==> src/rtl/txdesc_pkg.sv <==
package txdesc_pkg;
  localparam int ADDR_W = 16;
  localparam int LEN_W  = 8;
  localparam int STAT_W = 4;
  localparam int BYTE_W = 8;

  typedef struct packed {
    logic              ready;
    logic              wrap;
    logic              last;
    logic              crc;
    logic [STAT_W-1:0] stat;
    logic [LEN_W-1:0]  len;
    logic [ADDR_W-1:0] addr;
  } desc_t;

  localparam int DESC_W = $bits(desc_t);

  typedef struct packed {
    logic fetch;
    logic beat;
    logic wbMid;
    logic wbLast;
  } ctl_strobe_t;

  typedef enum logic [2:0] {
    S_IDLE,
    S_FETCH,
    S_STREAM,
    S_MIDWB,
    S_WAITF
  } seq_state_t;
endpackage

==> src/rtl/txbd_ctrl.sv <==
module txbd_ctrl
  import txdesc_pkg::*;
(
  input  logic        clk,
  input  logic        rstN,
  input  logic        enable,
  input  logic        descActive,
  input  logic        gracefulStop,
  input  logic        bufIrqEn,
  input  logic        frmIrqEn,
  input  logic        txReady,
  input  logic        frmDone,
  input  logic        headReady,
  input  logic        endOfBuf,
  input  logic        curIsLast,
  output ctl_strobe_t stb,
  output logic        txValid,
  output logic        txLast,
  output logic        bufIrq,
  output logic        frmIrq,
  output logic        stopDone
);
  seq_state_t state, nxt;
  logic activeFlag, stopped;
  logic clrAct, stopHit;

  always_comb begin
    stb     = '0;
    nxt     = state;
    clrAct  = 1'b0;
    stopHit = 1'b0;
    unique case (state)
      S_IDLE: begin
        if (gracefulStop) begin
          if (!stopped) stopHit = 1'b1;
        end else if (enable && activeFlag) begin
          nxt = S_FETCH;
        end
      end
      S_FETCH: begin
        if (headReady) begin
          stb.fetch = 1'b1;
          nxt       = S_STREAM;
        end else begin
          clrAct = 1'b1;
          nxt    = S_IDLE;
        end
      end
      S_STREAM: begin
        if (txReady) begin
          stb.beat = 1'b1;
          if (endOfBuf) nxt = curIsLast ? S_WAITF : S_MIDWB;
        end
      end
      S_MIDWB: begin
        stb.wbMid = 1'b1;
        nxt       = S_FETCH;
      end
      S_WAITF: begin
        if (frmDone) begin
          stb.wbLast = 1'b1;
          nxt        = S_IDLE;
        end
      end
      default: nxt = S_IDLE;
    endcase
  end

  assign txValid = (state == S_STREAM);
  assign txLast  = txValid && endOfBuf && curIsLast;

  always_ff @(posedge clk) begin
    if (!rstN) begin
      state      <= S_IDLE;
      activeFlag <= 1'b0;
      stopped    <= 1'b0;
      stopDone   <= 1'b0;
      bufIrq     <= 1'b0;
      frmIrq     <= 1'b0;
    end else begin
      state <= nxt;
      if (descActive)  activeFlag <= 1'b1;
      else if (clrAct) activeFlag <= 1'b0;
      stopped  <= gracefulStop && (stopped || stopHit);
      stopDone <= stopHit;
      bufIrq   <= (stb.wbMid || stb.wbLast) && bufIrqEn;
      frmIrq   <= stb.wbLast && frmIrqEn;
    end
  end
endmodule

==> src/rtl/txbd_datapath.sv <==
module txbd_datapath
  import txdesc_pkg::*;
#(
  parameter  int DEPTH = 8,
  localparam int IDX_W = $clog2(DEPTH)
) (
  input  logic              clk,
  input  logic              rstN,
  input  ctl_strobe_t       stb,
  input  logic              hostWrEn,
  input  logic [IDX_W-1:0]  hostWrIdx,
  input  logic [DESC_W-1:0] hostWrData,
  input  logic [IDX_W-1:0]  hostRdIdx,
  output logic [DESC_W-1:0] hostRdData,
  input  logic [STAT_W-1:0] frmStat,
  output logic [ADDR_W-1:0] memAddr,
  output logic              headReady,
  output logic              endOfBuf,
  output logic              curIsLast,
  output logic              curCrc
);
  localparam logic [IDX_W-1:0] LAST_IDX = IDX_W'(DEPTH - 1);

  desc_t            ring [DEPTH];
  desc_t            curD;
  logic [IDX_W-1:0] idx;
  logic [LEN_W-1:0] cnt;
  logic             wbAny;

  assign wbAny      = stb.wbMid || stb.wbLast;
  assign headReady  = ring[idx].ready;
  assign hostRdData = ring[hostRdIdx];
  assign memAddr    = curD.addr + ADDR_W'(cnt);
  assign endOfBuf   = (cnt == curD.len - 1'b1);
  assign curIsLast  = curD.last;
  assign curCrc     = curD.crc;

  always_ff @(posedge clk) begin
    if (!rstN) begin
      for (int i = 0; i < DEPTH; i++) ring[i] <= '0;
    end else if (wbAny) begin
      ring[idx].ready <= 1'b0;
      if (stb.wbLast) ring[idx].stat <= frmStat;
    end else if (hostWrEn) begin
      ring[hostWrIdx] <= desc_t'(hostWrData);
    end
  end

  always_ff @(posedge clk) begin
    if (!rstN) begin
      curD <= '0;
      cnt  <= '0;
      idx  <= '0;
    end else begin
      if (stb.fetch) begin
        curD <= ring[idx];
        cnt  <= '0;
      end else if (stb.beat) begin
        cnt <= cnt + 1'b1;
      end
      if (wbAny) begin
        if (curD.wrap || idx == LAST_IDX) idx <= '0;
        else                              idx <= idx + 1'b1;
      end
    end
  end
endmodule

==> src/rtl/txbd_sequencer.sv <==
module txbd_sequencer
  import txdesc_pkg::*;
#(
  parameter  int DEPTH = 8,
  localparam int IDX_W = $clog2(DEPTH)
) (
  input  logic              clk,
  input  logic              rstN,
  input  logic              enable,
  input  logic              descActive,
  input  logic              gracefulStop,
  input  logic              bufIrqEn,
  input  logic              frmIrqEn,
  input  logic              hostWrEn,
  input  logic [IDX_W-1:0]  hostWrIdx,
  input  logic [DESC_W-1:0] hostWrData,
  input  logic [IDX_W-1:0]  hostRdIdx,
  output logic [DESC_W-1:0] hostRdData,
  output logic [ADDR_W-1:0] memAddr,
  input  logic [BYTE_W-1:0] memData,
  output logic              txValid,
  output logic [BYTE_W-1:0] txData,
  output logic              txLast,
  output logic              txCrc,
  input  logic              txReady,
  input  logic              frmDone,
  input  logic [STAT_W-1:0] frmStat,
  output logic              bufIrq,
  output logic              frmIrq,
  output logic              stopDone
);
  ctl_strobe_t stb;
  logic headReady, endOfBuf, curIsLast;

  assign txData = memData;

  txbd_ctrl u_ctrl (
    .clk(clk), .rstN(rstN), .enable(enable), .descActive(descActive),
    .gracefulStop(gracefulStop), .bufIrqEn(bufIrqEn), .frmIrqEn(frmIrqEn),
    .txReady(txReady), .frmDone(frmDone), .headReady(headReady),
    .endOfBuf(endOfBuf), .curIsLast(curIsLast), .stb(stb),
    .txValid(txValid), .txLast(txLast), .bufIrq(bufIrq),
    .frmIrq(frmIrq), .stopDone(stopDone)
  );

  txbd_datapath #(.DEPTH(DEPTH)) u_dp (
    .clk(clk), .rstN(rstN), .stb(stb), .hostWrEn(hostWrEn),
    .hostWrIdx(hostWrIdx), .hostWrData(hostWrData), .hostRdIdx(hostRdIdx),
    .hostRdData(hostRdData), .frmStat(frmStat), .memAddr(memAddr),
    .headReady(headReady), .endOfBuf(endOfBuf), .curIsLast(curIsLast),
    .curCrc(txCrc)
  );
endmodule

==> config.mk <==
export PLATFORM = sky130hd
export DESIGN_NAME = txbd_sequencer
export DESIGN_NICKNAME = d
export VERILOG_FILES = /design/src/rtl/txdesc_pkg.sv /design/src/rtl/txbd_ctrl.sv /design/src/rtl/txbd_datapath.sv /design/src/rtl/txbd_sequencer.sv
export SDC_FILE = /design/constraint.sdc
export NUM_CORES = 1
export LEC_CHECK = 0
export CAP_MARGIN = 10
export CORE_MARGIN = 1.5
export CORE_UTILIZATION = 55
export DETAILED_ROUTE_END_ITERATION = 10
export PLACE_DENSITY = 0.74
export RECOVER_POWER = 100
export SLEW_MARGIN = 20
export SYNTH_ARGS = -nofsm -noshare
export SYNTH_HDL_FRONTEND = slang
export SYNTH_SLANG_ARGS = --single-unit
==> constraint.sdc <==
create_clock -name clk -period 3.84 [get_ports clk]
set_clock_uncertainty 0.1 [all_clocks]
set_input_delay 0.768 -clock clk [delete_from_list [all_inputs] [get_ports clk]]
set_output_delay 0.768 -clock clk [all_outputs]
set_load 0.01 [all_outputs]
==> results.md, run 1 <==
* Yosys cell types at 61
* Number of I/O pins at 122
* Initial Util at 55.91%
* PwrDens at 424.4 mW/mm^2
* Hpwl dp at 24550 um
* Reg2Reg Depth at 6
* # rows at 62
* Hold_sp: u_ctrl.stopped
* # nets final at 1315
* CP required at 3.90 ns
* Fin Setup TNS at 0 ns
* Worst Tran Pin Value at 1.257 ns
* WL met1 at 16550 um
* Initial antenna violation count at 0
* Worst setup path category: input pin to register
* Worst skew pair latency at 0.52 ns
* Initial detailed-routing violation count at 1147
* RSZ-0062 raised after global routing: false
* Root Buffer: clkbuf_16
* Worst setup SP type: input pin
* R2r setup slk at 0.20 ns
* Main flop type after synthesis: edfxtp_1
* Met3 wire length at 3442 um
* Highest clock rate at 0.2686 GHz
* Port Buffers at 105
* TritonCTS Buffers at 34
* Die width at 174.1 um
* Mapped Area at 0.01609 mm^2
* Crit path DAT at 3.78 ns
* GR Util All Layers at 26.84%
* Hold-fix buffer count after cts at 0
* Syn nets at 1216
* Syn Inst Count at 1143
* Commonest non-fill, non-tap cell in the layout: edfxtp_1
* Period minus WS final at 3.723 ns
* Worst hold slack at 0.3133 ns
* Top Layer Used: met4
* Hold-critical path depth at 1
* Met2 WL at 18800 um
* VDD IR max at 0.0003792 V
* CP Max Fanout at 18
* Endpoints failing setup at 0
* Routability Congestion at 0.7995
* Syn. warnings at 0
* Drt drc at 0
* Outcome: complete, no violations
* Final WL at 39750 um
* Most frequent cells in the layout: 256 x edfxtp_1, 134 x and2_1, 119 x mux4_2
* CTS H-tree depth at 2
* Async set-or-reset flop fraction in the synthesized netlist at 0%
* Share of layout cells above drive strength 1 at 20.70%
* Register area share after synthesis at 53.87%
* Hold Path End: u_ctrl.stopDone
* CTS max path bufs at 3
* Die ar. at 0.03029 mm^2
* ANT nets after route at 0
* Pleak at 7.086 nW
* DRT Pass-1 Iters at 5
* TritonCTS clock tree: done
* Pin count of the biggest net entering global routing at 66
* Syn_area_per_cell at 14.08 um^2
* DIE HEIGHT at 174.1 um
* Relative slew margins at 16.06%
* Post-synthesis sequential element count at 305
* Max-Cap Viols at 0
* Vias in the first global route at 10281
* Layout area overhead at 14.94%
* Post-synth EDFFs at 256
* Via density at 6.154
* Worst-path clk slew at 0.05 ns
* Gr ovfl total at 0
* Reg2reg end: u_dp.curIsLast
* Final Hold Viols at 0
* Vias at 10160
* First-pass GRT wire length at 61040 um
* Final Max Slew Viols at 0
* Core area at 0.02878 mm^2
* Clock sinks at 305
* Core Util, Final at 64.27%
* Min-delay worst type: register to register
* Nature of the critical path endpoint: register
* WL per Instance at 24.07 um
* Final Cycle Share at 96.94%
-- cell type report --
| type | count | area (um^2) |
|---|---|---|
| Clock inverter | 11 | 93.84 |
| Sequential cell | 305 | 8678 |
| Tap cell | 384 | 480.5 |
| Timing Repair Buffer | 154 | 1323 |
| Inverter | 15 | 56.30 |
| Antenna cell | 1 | 2.502 |
| Clock buffer | 49 | 963.4 |
| Multi-Input combinational cell | 732 | 6899 |
| Fill cell | 2082 | 10280 |
-- kinds of logic (layout without fill, tap and decap cells) --
| group | after synthesis | in the layout | share of synthesized area [%] |
|---|---|---|---|
| AOI/OAI and AO/OA | 92 | 92 | 4.300 |
| xor gates and xnor gates | 29 | 29 | 1.578 |
| adders and majority gates | 13 | 13 | 1.057 |
| buffers and inverters | 106 | 229 | 3.437 |
| DFF | 305 | 305 | 53.87 |
| muxes | 184 | 184 | 21.05 |
| other | 0 | 1 | 0 |
| and+or+nand+nor | 414 | 414 | 14.71 |
-- power breakdown --
part	switching, W	internal, W	leakage (nW)
logic	0.000466	0.000444	3.42
registers	0.000108	0.00373	3.15
clock network	0.00129	0.00182	0.517
-- through the flow --
stage / std cells / setup slack [ns] / total power (W) / area [um^2]
final: 1651 / 0.1175 / 0.007851 / 18500
after global routing: 1650 / 0.008012 / 0.008100 / 18490
after CTS: 1650 / 0.005942 / 0.007917 / 18660
after detailed placement: 1588 / 0.2437 / 0.004846 / 17550
after global placement: 1588 / 0.3356 / 0.004820 / 17550
after floorplan: 1143 / 0.7014 / 0.004464 / 16090
-- critical path, stage by stage --
cell and delay, ns:
dlygate4sd3_1 0.58, nand4bb_2 0.13, o21a_1 0.31, and3_1 0.56, and3_1 0.75, nand2b_1 0.21, clkbuf_2 0.44
-- per-layer routing --
layer,GRT usage (%),vias to the layer above
li1,-,4502
met1,37.69,5101
met2,43.35,483
met3,4.681,74
met4,7.902,0
met5,0,-
-- cells in the mapped netlist (5+ instances only) --
library cell  count  share of area (%)
o21ai_0          17               0.53
buf_4            10               0.47
a211oi_1          5               0.23
xnor2_1          13               0.71
edfxtp_1        256                 48
xor2_1           16               0.87
nand4_1           6               0.23
mux2_2           32                2.2
dfxtp_1          49                6.1
nor3b_1           7               0.33
nor2b_1           6               0.23
mux4_2          119                 17
nand2_1          52                1.2
o211a_1          27                1.7
mux2i_1          32                2.0
o21ai_1           8               0.25
and2_1          216                8.4
nand3_1           8               0.25
buf_2            32                1.0
and3_1            9               0.35
a21oi_1          11               0.34
inv_1            15               0.35
nand2b_1         13               0.51
clkbuf_1         35               0.82
nor2_1           69                1.6
ha_1             12               0.93
nor3_1            6               0.19
buf_6            10               0.70
-- flip-flops by register name, summed over array words and instances, names as in the netlist, named ones only --
name               count
u_ctrl.bufIrq          1
u_dp.curD             25
u_dp.idx               3
u_ctrl.state           3
u_ctrl.stopDone        1
u_dp.curCrc            1
u_dp.ring            256
u_dp.curIsLast         1
u_dp.cnt               8
u_ctrl.activeFlag      1
u_ctrl.frmIrq          1
u_ctrl.stopped         1
-- worst max-delay path by stage --
stage	startpoint	end	slack [ns]	cells after the start
final	frmDone	u_dp.ring[5][28]	0.12	7
after global routing	u_dp.cnt[4]	memAddr[9]	0.008	8
after CTS	u_dp.cnt[0]	memAddr[6]	0.006	11
after detailed placement	u_dp.cnt[1]	memAddr[14]	0.24	9
after global placement	u_dp.cnt[1]	memAddr[12]	0.34	9
after floorplan	hostRdIdx[0]	hostRdData[0]	0.70	4
-- timing repair --
action,CTS,global route
pin swaps,1,2
resized for setup,14,7
endpoints found under the setup margin,9,7
buffers inserted,2,0
Power figures use the tool's default switching activity.
==> run 2: changes to the inputs <==
--- a/config.mk
+++ b/config.mk
@@ -6,7 +6,7 @@
 export NUM_CORES = 1
 export LEC_CHECK = 0
 export CAP_MARGIN = 10
-export CORE_MARGIN = 1.5
+export CORE_ASPECT_RATIO = 0.75
 export CORE_UTILIZATION = 55
 export DETAILED_ROUTE_END_ITERATION = 10
 export PLACE_DENSITY = 0.74
==> run 2 against run 1 <==
Non-clock buffer count grew 3; critical endpoint is now hostRdData[23]; core utilization grew 1.4 points; global-route usage grew 0.35 points; clock power is essentially flat; the run now ends with max-capacitance violations, max-slew violations left; highest routed layer unchanged.
==> results.md, run 2 (same netlist as run 1, synthesis figures left out) <==
* Outcome: complete, but fails checks
* Violated checks: max-capacitance violations, max-slew violations
* CP Cell Sequence: clkbuf_2, buf_12, mux4_2, mux2_1, clkdlybuf4s50_1
* PwrDens at 423.0 mW/mm^2
* Commonest non-fill, non-tap cell in the layout: edfxtp_1
* Ant diodes at 0
* ANT nets after route at 0
* FILL cells at 2086
* Final Cycle Share at 98.59%
* Worst skew pair latency at 0.57 ns
* Dpl cells at 1590
* GR Util All Layers at 27.19%
* Max-Cap Viols at 1
* Pleak at 7.137 nW
* Vias in the first global route at 9872
* Routability Congestion at 0.8514
* Gr ovfl total at 0
* Die width at 199.5 um
* Initial detailed-routing violation count at 975
* CP Max Fanout at 13
* Worst Tran Pin Value at 2.214 ns
* First-pass GRT wire length at 59680 um
* RSZ-0062 raised after global routing: false
* Cell family with most CP delay: buffers and inverters
* Core area at 0.02838 mm^2
* Number of I/O pins at 122
* Top reg by flops: u_dp.ring
* Largest register FFs at 256
* Biggest regs: u_dp.ring: 256 flops, u_dp.curD: 25 flops, u_dp.cnt: 8 flops
* Met2 WL at 18730 um
* Worst setup path category: input pin to output port
* Final Hold Viols at 0
* # nets final at 1314
* Fin Setup TNS at 0 ns
* CTS H-tree depth at 1
* Via density at 6.060
* # rows at 53
* Top Layer Used: met4
* Port Buffers at 105
* DIE HEIGHT at 150.1 um
* Endpoints failing setup at 0
* Met3 wire length at 2970 um
* Crit path buf inv count at 3
* Nature of the critical path endpoint: output port
* WL met1 at 17310 um
* Layout area overhead at 15.77%
* Clock sinks at 305
* Worst setup SP type: input pin
* Worst-path clk slew at 0.07 ns
* Share of layout cells above drive strength 1 at 21.66%
* Most frequent cells in the layout: 256 x edfxtp_1, 141 x and2_1, 119 x mux4_2
* CP required at 2.97 ns
* TritonCTS Buffers at 30
* Period minus WS final at 3.786 ns
* Root Buffer: clkbuf_16
* Multi-input gate area at 0.006903 mm^2
* DRT Pass-1 Iters at 6
* Relative slew margins at -47.62%
* Worst hold slack at 0.3512 ns
* Initial antenna violation count at 0
* Min-delay worst type: register to register
* Die ar. at 0.02995 mm^2
* Critical path's slowest cell: clkbuf_2
* Final WL at 39530 um
* Pin count of the biggest net entering global routing at 57
* Crit path DAT at 2.92 ns
* Final Max Slew Viols at 50
* Hpwl dp at 24830 um
* Vias at 9999
* Drt drc at 0
* WL per Instance at 23.96 um
* Finished Layout Cells at 1650
* Highest clock rate at 0.2641 GHz
* CTS max path bufs at 3
* Register Area at 0.008681 mm^2
* Initial Util at 56.70%
* CP peak stage delay at 0.53 ns
* Hold-fix buffer count after cts at 0
* VDD IR max at 0.0003640 V
* TritonCTS clock tree: done
run 2: cell types whose count changed in the layout (fill, tap and decap cells not counted), moves of 5 or more:
cell,previous run,this run
dlygate4sd3_1,40,11
clkdlybuf4s50_1,56,82
clkbuf_1,21,9
clkinv_2,1,9
and2_0,82,75
and2_1,134,141
buf_12,1,8
clkbuf_16,36,30
bufinv_16,1,6
run 2: layout make-up:
class / count / area share (%)
clock buffer: 34 / 4.110
clock inverter: 22 / 1.457
inverter: 15 / 0.3022
multi-input combinational: 732 / 37.05
sequential: 305 / 46.60
tap: 385 / 2.586
timing repair buffer: 157 / 7.892
run 2: final timing paths:
check	from	to	slack (ns)	cells after the start
worst min-delay path	u_ctrl.stopped	u_ctrl.stopDone	0.35	1
worst min register to register	u_ctrl.stopped	u_ctrl.stopDone	0.35	1
worst max register to register	u_ctrl.state[1]	u_dp.ring[5][20]	0.48	6
worst max-delay path	hostRdIdx[0]	hostRdData[23]	0.05	5
run 2: layer usage:
layer  vias to the layer above  GRT usage (%)
li1                       4497              -
met1                      5053          38.88
met2                       403          44.06
met3                        46          5.018
met4                         0          5.229
met5                         -              0
run 2: repair_timing:
| action | in CTS | in global routing |
|---|---|---|
| buffers inserted | 1 | 3 |
| cloned | 0 | 0 |
| gates resized for setup | 19 | 8 |
| endpoints found under the setup margin | 10 | 7 |
| pin swaps | 2 | 3 |
run 2: where the power goes:
group / total, W / internal (W) / switching, W
combinational: 0.000932 / 0.000469 / 0.000463
sequential: 0.00384 / 0.00372 / 0.000115
clock: 0.00311 / 0.00184 / 0.00127
total: 0.00788 / 0.00603 / 0.00185
run 2: per-stage QoR:
step / utilization, % / area [um^2] / setup WS, ns / power (W)
final: 65.64 / 18630 / 0.05416 / 0.007880
after global routing: 65.64 / 18630 / 0.003039 / 0.008122
after CTS: 66.06 / 18750 / 0.003336 / 0.007935
after detailed placement: 62.25 / 17670 / 0.1999 / 0.004862
after global placement: 62.25 / 17670 / 0.3494 / 0.004837
after floorplan: - / 16090 / 0.7014 / 0.004464
==> run 3: changes to the inputs <==
--- a/config.mk
+++ b/config.mk
@@ -8,6 +8,7 @@
 export CAP_MARGIN = 10
 export CORE_ASPECT_RATIO = 0.75
 export CORE_UTILIZATION = 55
+export CTS_CLUSTER_SIZE = 8
 export DETAILED_ROUTE_END_ITERATION = 10
 export PLACE_DENSITY = 0.74
 export RECOVER_POWER = 100
==> run 3 against run 2 <==
The run still ends with max-capacitance violations, max-slew violations left; sequential share of layout area is 0.42 points lower; hold slack better by 0.0016 ns; setup slack better by 0.035 ns; non-clock buffer count is 2 lower; cell count is 0.24% higher; register-to-register slack worse by 0.02 ns; count of clock-buffer cells in the layout is 25 higher; fmax is 0.94% higher; first-iteration DRC count is 7.5% lower; critical endpoint unchanged; largest power group unchanged.
==> results.md, run 3 (same netlist as run 1, synthesis figures left out) <==
* DP Area at 0.01767 mm^2
* Top reg by flops: u_dp.ring
* WL per Instance at 24.20 um
* Nature of the critical path endpoint: output port
* Sw frac at 23.80%
* Initial detailed-routing violation count at 902
* Final Cycle Share at 97.67%
* Hpwl dp at 24830 um
* Biggest regs: u_dp.ring: 256 flops, u_dp.curD: 25 flops, u_dp.cnt: 8 flops
* ANT nets after route at 0
* Final Max Slew Viols at 50
* Layout area overhead at 16.85%
* Port Buffers at 105
* Pin count of the biggest net entering global routing at 57
* Worst setup SP type: input pin
* Worst Setup SP: hostRdIdx[0]
* GRT met1 Usage at 39.02%
* Sequential share of power at 46.4%
* Largest register FFs at 256
* First-pass GRT wire length at 60740 um
* Endpoints failing setup at 0
* Psw at 0.001973 W
* Core Util, Final at 66.25%
* RSZ-0062 raised after global routing: false
* Grt peak-use layer: met2
* R2r setup slk at 0.46 ns
* Worst Tran Pin Value at 2.200 ns
* Initial antenna violation count at 0
* Commonest non-fill, non-tap cell in the layout: edfxtp_1
* Gr ovfl total at 0
* # nets final at 1326
* TritonCTS clock tree: done
* Vias at 10088
* Final Hold Viols at 0
* CTS max path bufs at 3
* Core area at 0.02838 mm^2
* Hold-critical path depth at 1
* CTS H-tree depth at 2
* Reg2reg end: u_dp.ring[5][23]
* CP required at 2.97 ns
* Grt met2 use at 44.22%
* Number of I/O pins at 122
* Highest clock rate at 0.2666 GHz
* Min-delay worst type: register to register
* DIE HEIGHT at 150.1 um
* PwrDens at 440.8 mW/mm^2
* VDD IR max at 0.0003540 V
* Worst-path clk slew at 0.05 ns
* Most frequent cells in the layout: 256 x edfxtp_1, 138 x and2_1, 119 x mux4_2
* Drt drc at 0
* Met3 usage at 5.914%
* # rows at 53
* Pint at 0.006315 W
* Share of layout cells above drive strength 1 at 21.51%
* Worst setup path category: input pin to output port
* Hold Path End: u_ctrl.stopDone
* Hold_sp: u_ctrl.stopped
* RR Startpoint: u_ctrl.state[1]
* Relative slew margins at -46.64%
* Design Area, Final at 0.01880 mm^2
* Worst skew pair latency at 0.56 ns
* CP Max Fanout at 13
* Reg2Reg Depth at 6
* Root Buffer: clkbuf_16
* Vias in the first global route at 9997
* DRT Pass-1 Iters at 5
* Clock sinks at 305
* Max-Cap Viols at 1
* Via density at 6.099
* Fin Setup TNS at 0 ns
* Dpl cells at 1590
* Total power draw at 0.008288 W
* Clock share of power at 42.4%
* GR Util All Layers at 27.72%
* Hold-fix buffer count after cts at 0
* Crit path DAT at 2.88 ns
* Finished Layout Cells at 1654
* Ant diodes at 0
* Logic pwr share at 11.2%
* Period minus WS final at 3.751 ns
* Die width at 199.5 um
* Violated checks: max-capacitance violations, max-slew violations
* Initial Util at 56.70%
* Outcome: complete, but fails checks
* TritonCTS Buffers at 44
* Die ar. at 0.02995 mm^2
* Routability Congestion at 0.8514
* Final WL at 40030 um
* Pleak at 7.203 nW
## run 3: cell count changes in the layout (fill, tap and decap cells not counted), moves of 2 or more
| cell | before | now |
|---|---|---|
| and2_0 | 75 | 78 |
| clkbuf_1 | 9 | 20 |
| clkbuf_4 | 5 | 3 |
| and2_1 | 141 | 138 |
| bufinv_16 | 6 | 0 |
| clkinv_1 | 4 | 0 |
| clkinv_2 | 9 | 0 |
| clkbuf_16 | 30 | 45 |
## run 3: area by class of cell
class / instances / area [um^2]
Sequential cell: 305 / 8682
Multi-Input combinational cell: 732 / 6903
Fill cell: 2062 / 9579
Clock inverter: 3 / 53.80
Timing Repair Buffer: 155 / 1448
Inverter: 15 / 56.30
Clock buffer: 59 / 1179
Tap cell: 385 / 481.7
## run 3: worst max-delay path by stage
stage	endpoint	slack (ns)	cells past startpoint
after CTS	memAddr[9]	0.002	8
after global routing	memAddr[11]	0.006	8
after floorplan	hostRdData[0]	0.70	4
after detailed placement	memAddr[12]	0.20	9
final	hostRdData[23]	0.09	5
after global placement	memAddr[10]	0.35	9
## run 3: routing by layer
layer / up-vias / part of all wire, %
li1: 4509 / -
met1: 5101 / 42
met2: 415 / 47
met3: 63 / 8.6
met4: 0 / 1.7
met5: - / 0
## run 3: through the flow
step / setup WS [ns] / hold WS (ns)
after floorplan: 0.7014 / 0.2972
after global placement: 0.3494 / 0.3070
after detailed placement: 0.1999 / 0.3261
after CTS: 0.002412 / 0.3330
after global routing: 0.005946 / 0.3409
final: 0.08938 / 0.3528
## run 3: critical path, cell delays in order
cell and delay (ns):
clkbuf_2 0.50, buf_12 0.25, mux4_2 0.51, mux2_1 0.35
clkdlybuf4s50_1 0.49
## run 3: power groups by stage
stage               Sequential (W)  Combinational, W  Clock, W
floorplan                  0.00385          0.000615         0
global placement           0.00389          0.000943         0
detailed placement         0.00390          0.000960         0
CTS                        0.00384          0.000964   0.00355
global route               0.00386           0.00100   0.00369
finish                     0.00385          0.000932   0.00351
## run 3: repair_timing
item                       4_1_cts  5_1_grt
setup endpoints to repair       10        7
resized for setup               16       12
pin swaps                        2        3
buffers inserted                 1        1
